===== config.mk =====
export PLATFORM = sky130hd
export DESIGN_NAME = presettable_counter
export DESIGN_NICKNAME = d
export VERILOG_FILES = /design/src/rtl/ctr_pkg.sv /design/src/rtl/ctr_mode_decode.sv /design/src/rtl/ctr_next.sv /design/src/rtl/ctr_carry.sv /design/src/rtl/presettable_counter.sv
export SDC_FILE = /design/constraint.sdc
export NUM_CORES = 1
export LEC_CHECK = 0
export ABC_AREA = 1
export CAP_MARGIN = 20
export CORE_AREA = 2 2 39 41
export CTS_CLUSTER_SIZE = 28
export DETAILED_ROUTE_END_ITERATION = 7
export DIE_AREA = 0 0 41 43
export PLACE_DENSITY = 0.48
export SETUP_SLACK_MARGIN = 0.4
export SLEW_MARGIN = 40
export SYNTH_ARGS = -nofsm -noshare
export SYNTH_HDL_FRONTEND = slang
export SYNTH_HIERARCHICAL = 1
export SYNTH_SLANG_ARGS = --single-unit

===== constraint.sdc =====
create_clock -name clock -period 1.85 [get_ports clock]
set_input_delay 0.37 -clock clock [delete_from_list [all_inputs] [get_ports clock]]
set_output_delay 0.37 -clock clock [all_outputs]
set_load 0.005 [all_outputs]

===== src/rtl/ctr_pkg.sv =====
// Shared types for the presettable counter.
// Assumes: a single clock domain; the op encoding is internal only.
package ctr_pkg;
    // Action the counter takes at the next rising edge.
    typedef enum logic [1:0] {
        OP_HOLD = 2'd0,
        OP_STEP = 2'd1,
        OP_LOAD = 2'd2
    } ctr_op_e;
endpackage


===== src/rtl/ctr_mode_decode.sv =====
// Priority decode of the synchronous controls into one action.
// Load outranks both enables; stepping needs both enables.
// Assumes: the asynchronous clear is handled at the register, not here.
module ctr_mode_decode
    import ctr_pkg::*;
(
    input  logic    preset_n,
    input  logic    cnt_en,
    input  logic    chain_en,
    output ctr_op_e op
);
    // Choose the action for the coming edge.
    always_comb begin
        if (!preset_n)                op = OP_LOAD;
        else if (cnt_en && chain_en)  op = OP_STEP;
        else                          op = OP_HOLD;
    end
endmodule


===== src/rtl/ctr_next.sv =====
// Next-count logic: a look-ahead toggle chain for the increment
// and a selector for hold, step or load.
// Assumes: WIDTH >= 1; wrap from all ones to zero is natural overflow.
module ctr_next
    import ctr_pkg::*;
#(
    parameter int WIDTH = 4
) (
    input  logic [WIDTH-1:0] cur,
    input  logic [WIDTH-1:0] din,
    input  ctr_op_e          op,
    output logic [WIDTH-1:0] nxt
);
    logic [WIDTH-1:0] toggle;
    logic [WIDTH-1:0] stepped;

    // Bit i toggles when every lower bit is one.
    for (genvar i = 0; i < WIDTH; i++) begin : g_bit
        if (i == 0) begin : g_lsb
            assign toggle[i] = 1'b1;
        end else begin : g_upper
            assign toggle[i] = toggle[i-1] & cur[i-1];
        end
        assign stepped[i] = cur[i] ^ toggle[i];
    end

    // Pick the value to register.
    always_comb begin
        unique case (op)
            OP_LOAD: nxt = din;
            OP_STEP: nxt = stepped;
            default: nxt = cur;
        endcase
    end
endmodule


===== src/rtl/ctr_carry.sv =====
// Terminal-count detect: carry is high at all ones, gated only by chain_en.
// Assumes: purely combinational, so it tracks chain_en without a clock.
module ctr_carry #(
    parameter int WIDTH = 4
) (
    input  logic [WIDTH-1:0] count,
    input  logic             chain_en,
    output logic             carry_out
);
    // Flag the all-ones count when the carry input is enabled.
    always_comb carry_out = chain_en & (&count);
endmodule


===== src/rtl/presettable_counter.sv =====
// Presettable synchronous up-counter with an asynchronous active-low clear
// and a ripple carry for chaining stages.
// Assumes: one clock; zero_n may change at any time; other inputs are
// sampled at the rising edge.
module presettable_counter
    import ctr_pkg::*;
#(
    parameter int WIDTH = 4
) (
    input  logic             clock,
    input  logic             zero_n,
    input  logic             preset_n,
    input  logic             cnt_en,
    input  logic             chain_en,
    input  logic [WIDTH-1:0] din,
    output logic [WIDTH-1:0] count,
    output logic             carry_out
);
    localparam logic [WIDTH-1:0] ALL_ONES = {WIDTH{1'b1}};

    ctr_op_e          op;
    logic [WIDTH-1:0] nxt;

    ctr_mode_decode u_decode (
        .preset_n (preset_n),
        .cnt_en   (cnt_en),
        .chain_en (chain_en),
        .op       (op)
    );

    ctr_next #(.WIDTH(WIDTH)) u_next (
        .cur (count),
        .din (din),
        .op  (op),
        .nxt (nxt)
    );

    ctr_carry #(.WIDTH(WIDTH)) u_carry (
        .count     (count),
        .chain_en  (chain_en),
        .carry_out (carry_out)
    );

    // Count register; the clear acts without waiting for the clock.
    always_ff @(posedge clock or negedge zero_n) begin
        if (!zero_n) count <= '0;
        else         count <= nxt;
    end

    // a held clear keeps the count at zero.
    assert_clear_zero_R2: assert property (@(posedge clock)
        !zero_n |-> count == '0);

    // a load copies din regardless of enables.
    assert_load_din_R3: assert property (@(posedge clock) disable iff (!zero_n)
        !preset_n |=> count == $past(din));

    // both enables step the count by one, wrapping.
    assert_step_one_R4: assert property (@(posedge clock) disable iff (!zero_n)
        (preset_n && cnt_en && chain_en) |=> count == WIDTH'($past(count) + 1'b1));

    // a missing enable holds the count.
    assert_hold_R5: assert property (@(posedge clock) disable iff (!zero_n)
        (preset_n && !(cnt_en && chain_en)) |=> $stable(count));

    // carry only with chain_en high and the count at all ones.
    assert_carry_gate_R6: assert property (@(posedge clock) disable iff (!zero_n)
        carry_out |-> (chain_en && count == ALL_ONES));
endmodule


==> impl_results.md, run 1 <==
* Core area at around 1400 µm²
* CP top delay family: flip-flops
* Die H at 43 µm
* Port bufs at 13
* Initial DRC count at 6
* Placed cell area at roughly 430 µm²
* Starting density of the core at 0.201
* YS warnings at 6
* Hold_buf cts at 0
* Most frequent cells in the layout: a21oi_1 (7), nand2_1 (6), clkdlybuf4s50_1 (5), buf_4 (5)
* Crit. path cell count at 4
* CP Launch Type: flip-flop
* Maximum number of pins on one net before global-route repair at 6
* Wire per inst at 10.5 µm
* Register area share after synthesis at 0.360
* Max incr delay on CP at between 300 and 400 ps
* Via count at 313
* Gr usage total at 0.106
* CP required at 1480 ps
* Regs by FF count: count (4)
* Syn Nets at 51
* Most flop-heavy register: count
* Final Routed Wirelength at slightly below 800 µm
* Highest routed layer: met3
* Final GP Congestion at between 0.7 and 0.8
* Lkg Pwr at about 0.27 nW
* Syn Area/Cell at about 7.3 µm²
* Clock buffer count from CTS at 3
* CTS max path bufs at 2
* Final setup fails at 0
* Wl on met1 at roughly 330 µm
* Cell Rows at 14
* PwrDens at about 680 nW/µm²
* Top-Level Pins at 14
* Worst path buffer plus inverter count at 2
* Routed vias/inst at 4.17
* H-tree depth at 1
* Routed Antenna Nets at 0
* Die Wd at slightly above 40 µm
* Mapped Cells at 38
* Tcrit/Tclk final at 0.733
* Antenna violations before repair at 0
* Worst Hold Class: in2async
* Cell variety after synth at 9
* Clock-pin slew of the registers on the worst-case setup and hold paths at 40 ps
* Crit path max-delay cell type: dfrtp_1
* Remaining Overflow, GRT at 0
* Worst hold slack at ~340 ps
* Final hold vios at 0
* Share of cells above drive strength 1 at 0.288
* Status: finished, final reports clean
* Slew Viols, Final at 0
* CTS tree: done
* Max reg flops at 4
* Critical path peak fanout at 3
* Final min period at around 1400 ps
* Vias in the first global route at approximately 300
* Unrepaired setup endpoints after global routing: no
* DRC at 0
* Root buf cell: clkbuf_4
* Clock Sinks at 4
* Maximum VDD drop at ~0.35 mV
* Slew @ Worst Pin at between 150 and 200 ps
* Critical path class: reg2out
* Area grow syn2layout at 85.1%
* Final Skew at about 3.0 ps
* Die area at about 1800 µm²
* Critical Path, Cell by Cell: buf_4 > nand3_1 > nor2_1 > buf_2
* Cell area after synthesis at 278 µm²
* Worst skew pair latency at ~230 ps
* Metal2 WL at 399 µm
* Nets@finish at 74
* DRT Pass-1 Iters at 4
* Slew headroom at 0.878
* Ant diodes at 0
* Worst setup EP type: output port
* Max Freq at between 0.7 and 0.8 GHz
* R2R setup slack at just over 500 ps
* First-pass GRT wire length at ~1200 µm
* Critical Path AT at approximately 990 ps
* DP HPWL at approximately 530 µm
* #FFs+latches synth at 4
* Max cap viols at 0
* Final Instance Area at about 510 µm²
* Final std cells w/o fill at 75
* Placed Cells incl. Taps at between 60 and 70
* Met3 WL post-DR at about 57 µm
* FF-to-FF path depth at 5
* Most common cell after layout, fill and taps aside: a21oi_1
==> Yosys cell counts <==
master   number  share of area
nand2_1       7          0.095
nand3_1       2          0.036
a21oi_1       8           0.14
ha_1          4           0.18
inv_1         6          0.081
nor2_2        1          0.023
dfrtp_1       4           0.36
inv_2         1          0.014
nor2_1        5          0.068
==> layout make-up <==
type / instances / area, µm²
Multi-Input combinational cell: 27 / 178
Sequential cell: 4 / 100
Fill cell: 157 / 870
Clock buffer: 3 / 22.5
Timing Repair Buffer: 18 / 165
Tap cell: 16 / 20.0
Inverter: 7 / 28.8
==> stage by stage <==
stage | worst slack (ps) | util | TNS (ps) | total power, W
after floorplan | 651 | - | 0 | 0.000159
after global placement | -10.5 | 0.309 | -10.5 | 0.000218
final | 494 | 0.372 | 0 | 0.000348
after detailed placement | -14.4 | 0.309 | -27.7 | 0.000219
after CTS | 367 | 0.354 | 0 | 0.000351
after global routing | 416 | 0.372 | 0 | 0.000379
==> routing by layer <==
metal / track usage / vias to the layer above
met2: 0.150 / 10
met4: 0.0200 / 0
met3: 0.0628 / 0
met1: 0.137 / 140
met5: 0 / -
li1: - / 163
==> worst reg2reg max path: cells and delay by family, from the launching register on <==
| kind | cells | cell delay (ps) |
|---|---|---|
| buffers and inverters | 1 | 150 |
| AOI/OAI and AO/OA | 2 | 220 |
| adders and majority gates | 2 | 470 |
| DFF | 1 | 380 |
==> path summary, 6_finish.rpt <==
kind                                          from                  to
worst max register to register  count[0]$_DFF_PN0_  count[2]$_DFF_PN0_
min in group clock              count[1]$_DFF_PN0_  count[1]$_DFF_PN0_
max in group asynchronous                   zero_n  count[0]$_DFF_PN0_
worst min register to register  count[1]$_DFF_PN0_  count[1]$_DFF_PN0_
worst min-delay path                        zero_n  count[3]$_DFF_PN0_
worst max-delay path            count[2]$_DFF_PN0_           carry_out
==> report_power, final <==
group	internal (W)	leakage, nW	switching [W]
combinational	0.0000727	0.210	0.0000599
clock	0.0000724	0.0138	0.0000336
sequential	0.000101	0.0477	0.00000756
==> kinds of logic (layout without fill, tap and decap cells) <==
| group | after synthesis | count (layout) | share of synthesized area |
|---|---|---|---|
| flip-flops | 4 | 4 | 0.360 |
| AO/OA/AOI/OAI | 8 | 8 | 0.144 |
| buffers and inverters | 7 | 28 | 0.0946 |
| adder cells (fa/ha/maj) | 4 | 4 | 0.180 |
| AND/OR/NAND/NOR | 15 | 15 | 0.221 |
==> what timing repair did <==
action / 4_1_cts / 5_1_grt
gates resized for setup: 13 / 6
setup endpoints to repair: 9 / 5
pin swaps: 1 / 4
cloned: 0 / 0
buffers inserted: 4 / 1
Note: power is estimated with default switching activity, not from simulation.
==> run 2, diff against run 1 <==
==> constraint.sdc (replaced) <==
create_clock -name clock -period 1.3 [get_ports clock]
set_input_delay 0.26 -clock clock [delete_from_list [all_inputs] [get_ports clock]]
set_output_delay 0.26 -clock clock [all_outputs]
set_load 0.005 [all_outputs]
==> impl_results.md, run 2 (same netlist as run 1, synthesis figures left out) <==
* Critical path peak fanout at 2
* Hold_buf cts at 0
* CTS max path bufs at 2
* CP Launch Type: flip-flop
* Routed Antenna Nets at 0
* Max reg flops at 4
* Core area at 1380 µm²
* Maximum number of pins on one net before global-route repair at 6
* Die H at ~43 µm
* Most flop-heavy register: count
* Slew Viols, Final at 0
* CP required at roughly 1000 ps
* Slew @ Worst Pin at slightly below 200 ps
* Share of cells above drive strength 1 at 0.708
* Tcrit/Tclk final at 0.959
* Worst skew pair latency at roughly 230 ps
* Wire per inst at 11.1 µm
* Die area at 1760 µm²
* Crit path max-delay cell type: dfrtp_1
* Worst path buffer plus inverter count at 2
* Via count at ~370
* Worst setup EP type: output port
* Unrepaired setup endpoints after global routing: yes
* Routed vias/inst at 4.18
* Util after Layout at 0.532
* Max cap viols at 0
* PwrDens at around 930 nW/µm²
* CTS tree: done
* Worst hold slack at 234 ps
* Max incr delay on CP at around 380 ps
* Final GP Congestion at approximately 0.69
* Status: finished, final reports clean
* Final setup fails at 0
* Root buf cell: clkbuf_4
* Critical Path AT at between 900 and 1000 ps
* Starting density of the core at 0.201
* Critical path class: reg2out
* Most frequent cells in the layout: buf_6 (13), buf_4 (9), clkdlybuf4s50_1 (5)
* Clock-pin slew of the registers on the worst-case setup and hold paths at roughly 40 ps
* Slew headroom at 0.869
* Filler cells at between 100 and 150
* Cell Rows at 14
* DRT Pass-1 Iters at 2
* Max Freq at approximately 0.80 GHz
* Final min period at between 1000 and 1500 ps
* Ant diodes at 0
* CP top delay family: flip-flops
* DP HPWL at between 600 and 700 µm
* FF-to-FF path depth at 6
* Maximum VDD drop at around 0.60 mV
* Port bufs at 13
* Setup Slack @ Placement at -413 ps
* Critical Path, Cell by Cell: buf_4 > nand3_4 > nor2_2 > buf_2
* DRC at 0
* Power, Total at roughly 0.00069 W
* Remaining Overflow, GRT at 0
* Area grow syn2layout at 165%
* Clock Sinks at 4
* Antenna violations before repair at 0
* Die Wd at roughly 40 µm
* Vias in the first global route at 351
* Crit. path cell count at 4
* First-pass GRT wire length at approximately 1500 µm
* Nets@finish at 87
* Worst Hold Class: in2async
* Top-Level Pins at 14
* Worst setup margin at 52.7 ps
* Initial DRC count at 8
* Lkg Pwr at 0.328 nW
* Final hold vios at 0
* Regs by FF count: count (4)
* Final Skew at 4.85 ps
* H-tree depth at 1
* Clock buffer count from CTS at 3
* Final Routed Wirelength at just under 1000 µm
* Gr usage total at 0.138
* Most common cell after layout, fill and taps aside: buf_6
-- run 2: cell types whose count changed in the layout (fill, tap and decap cells not counted), moves of 3 or more --
cell / previous run / this run
nor2_1: 4 / 1
a21oi_1: 7 / 4
buf_6: 0 / 13
dlygate4sd2_1: 4 / 0
nor2_2: 1 / 4
a21oi_2: 1 / 4
ha_1: 3 / 0
ha_4: 1 / 4
buf_4: 5 / 9
dlymetal6s2s_1: 3 / 0
-- run 2: repair_timing --
action	4_1_cts	5_1_grt
gates resized for setup	54	9
buffers inserted	12	1
pin swaps	11	7
hold endpoints to repair	0	0
endpoints found under the setup margin	9	9
-- run 2: layout make-up --
| cell class | instances | area (µm²) | area share |
|---|---|---|---|
| Clock buffer | 3 | 22.5 | 0.0306 |
| Multi-Input combinational cell | 27 | 270 | 0.367 |
| Inverter | 7 | 28.8 | 0.0391 |
| Timing Repair Buffer | 31 | 294 | 0.400 |
| Tap cell | 16 | 20.0 | 0.0272 |
| Sequential cell | 4 | 100 | 0.136 |
-- run 2: worst paths after layout --
kind / from / endpoint / slack [ps]
worst max-delay path: count[3]$_DFF_PN0_ / carry_out / 50
worst min-delay path: zero_n / count[2]$_DFF_PN0_ / 230
worst max register to register: count[2]$_DFF_PN0_ / count[2]$_DFF_PN0_ / 60
worst min register to register: count[0]$_DFF_PN0_ / count[0]$_DFF_PN0_ / 750
max in group asynchronous: zero_n / count[1]$_DFF_PN0_ / 890
min in group clock: din[0] / count[0]$_DFF_PN0_ / 580
-- run 2: report_power, final --
group	total [W]	leakage (nW)	internal [W]	switching [W]
combinational	0.000378	0.267	0.000233	0.000144
clock	0.000150	0.0138	0.000103	0.0000474
sequential	0.000158	0.0477	0.000144	0.0000140
total	0.000687	0.328	0.000481	0.000206
-- run 2: worst register-to-register path: stages, from the launching register on --
cell	delay [ps]
dfrtp_1	390
buf_6	120
buf_6	110
buf_6	110
ha_4	200
a21oi_2	120
a21oi_2	70
-- run 2: routing by layer --
metal  wire length, µm  vias to the layer above  GRT usage
met4                 0                        0     0.0200
met5                 0                        -          0
li1                  -                      189          -
met3                58                        0     0.0785
met1               351                      166      0.148
met2               567                       13      0.228
-- run 2: through the flow --
step	TNS, ps	instance area (µm²)	std cells
floorplan	0	330	38
global placement	-1960	518	72
finish	0	736	88
CTS	0	699	87
detailed placement	-1990	518	72
global route	0	736	88
==> run 3, diff against run 2 <==
--- a/config.mk
+++ b/config.mk
@@ -8,7 +8,6 @@
 export ABC_AREA = 1
 export CAP_MARGIN = 20
 export CORE_AREA = 2 2 39 41
-export CTS_CLUSTER_SIZE = 28
 export DETAILED_ROUTE_END_ITERATION = 7
 export DIE_AREA = 0 0 41 43
 export PLACE_DENSITY = 0.48
==> results of run 3 <==
The final DEF is identical to that of run 2; final timing and power are the same.
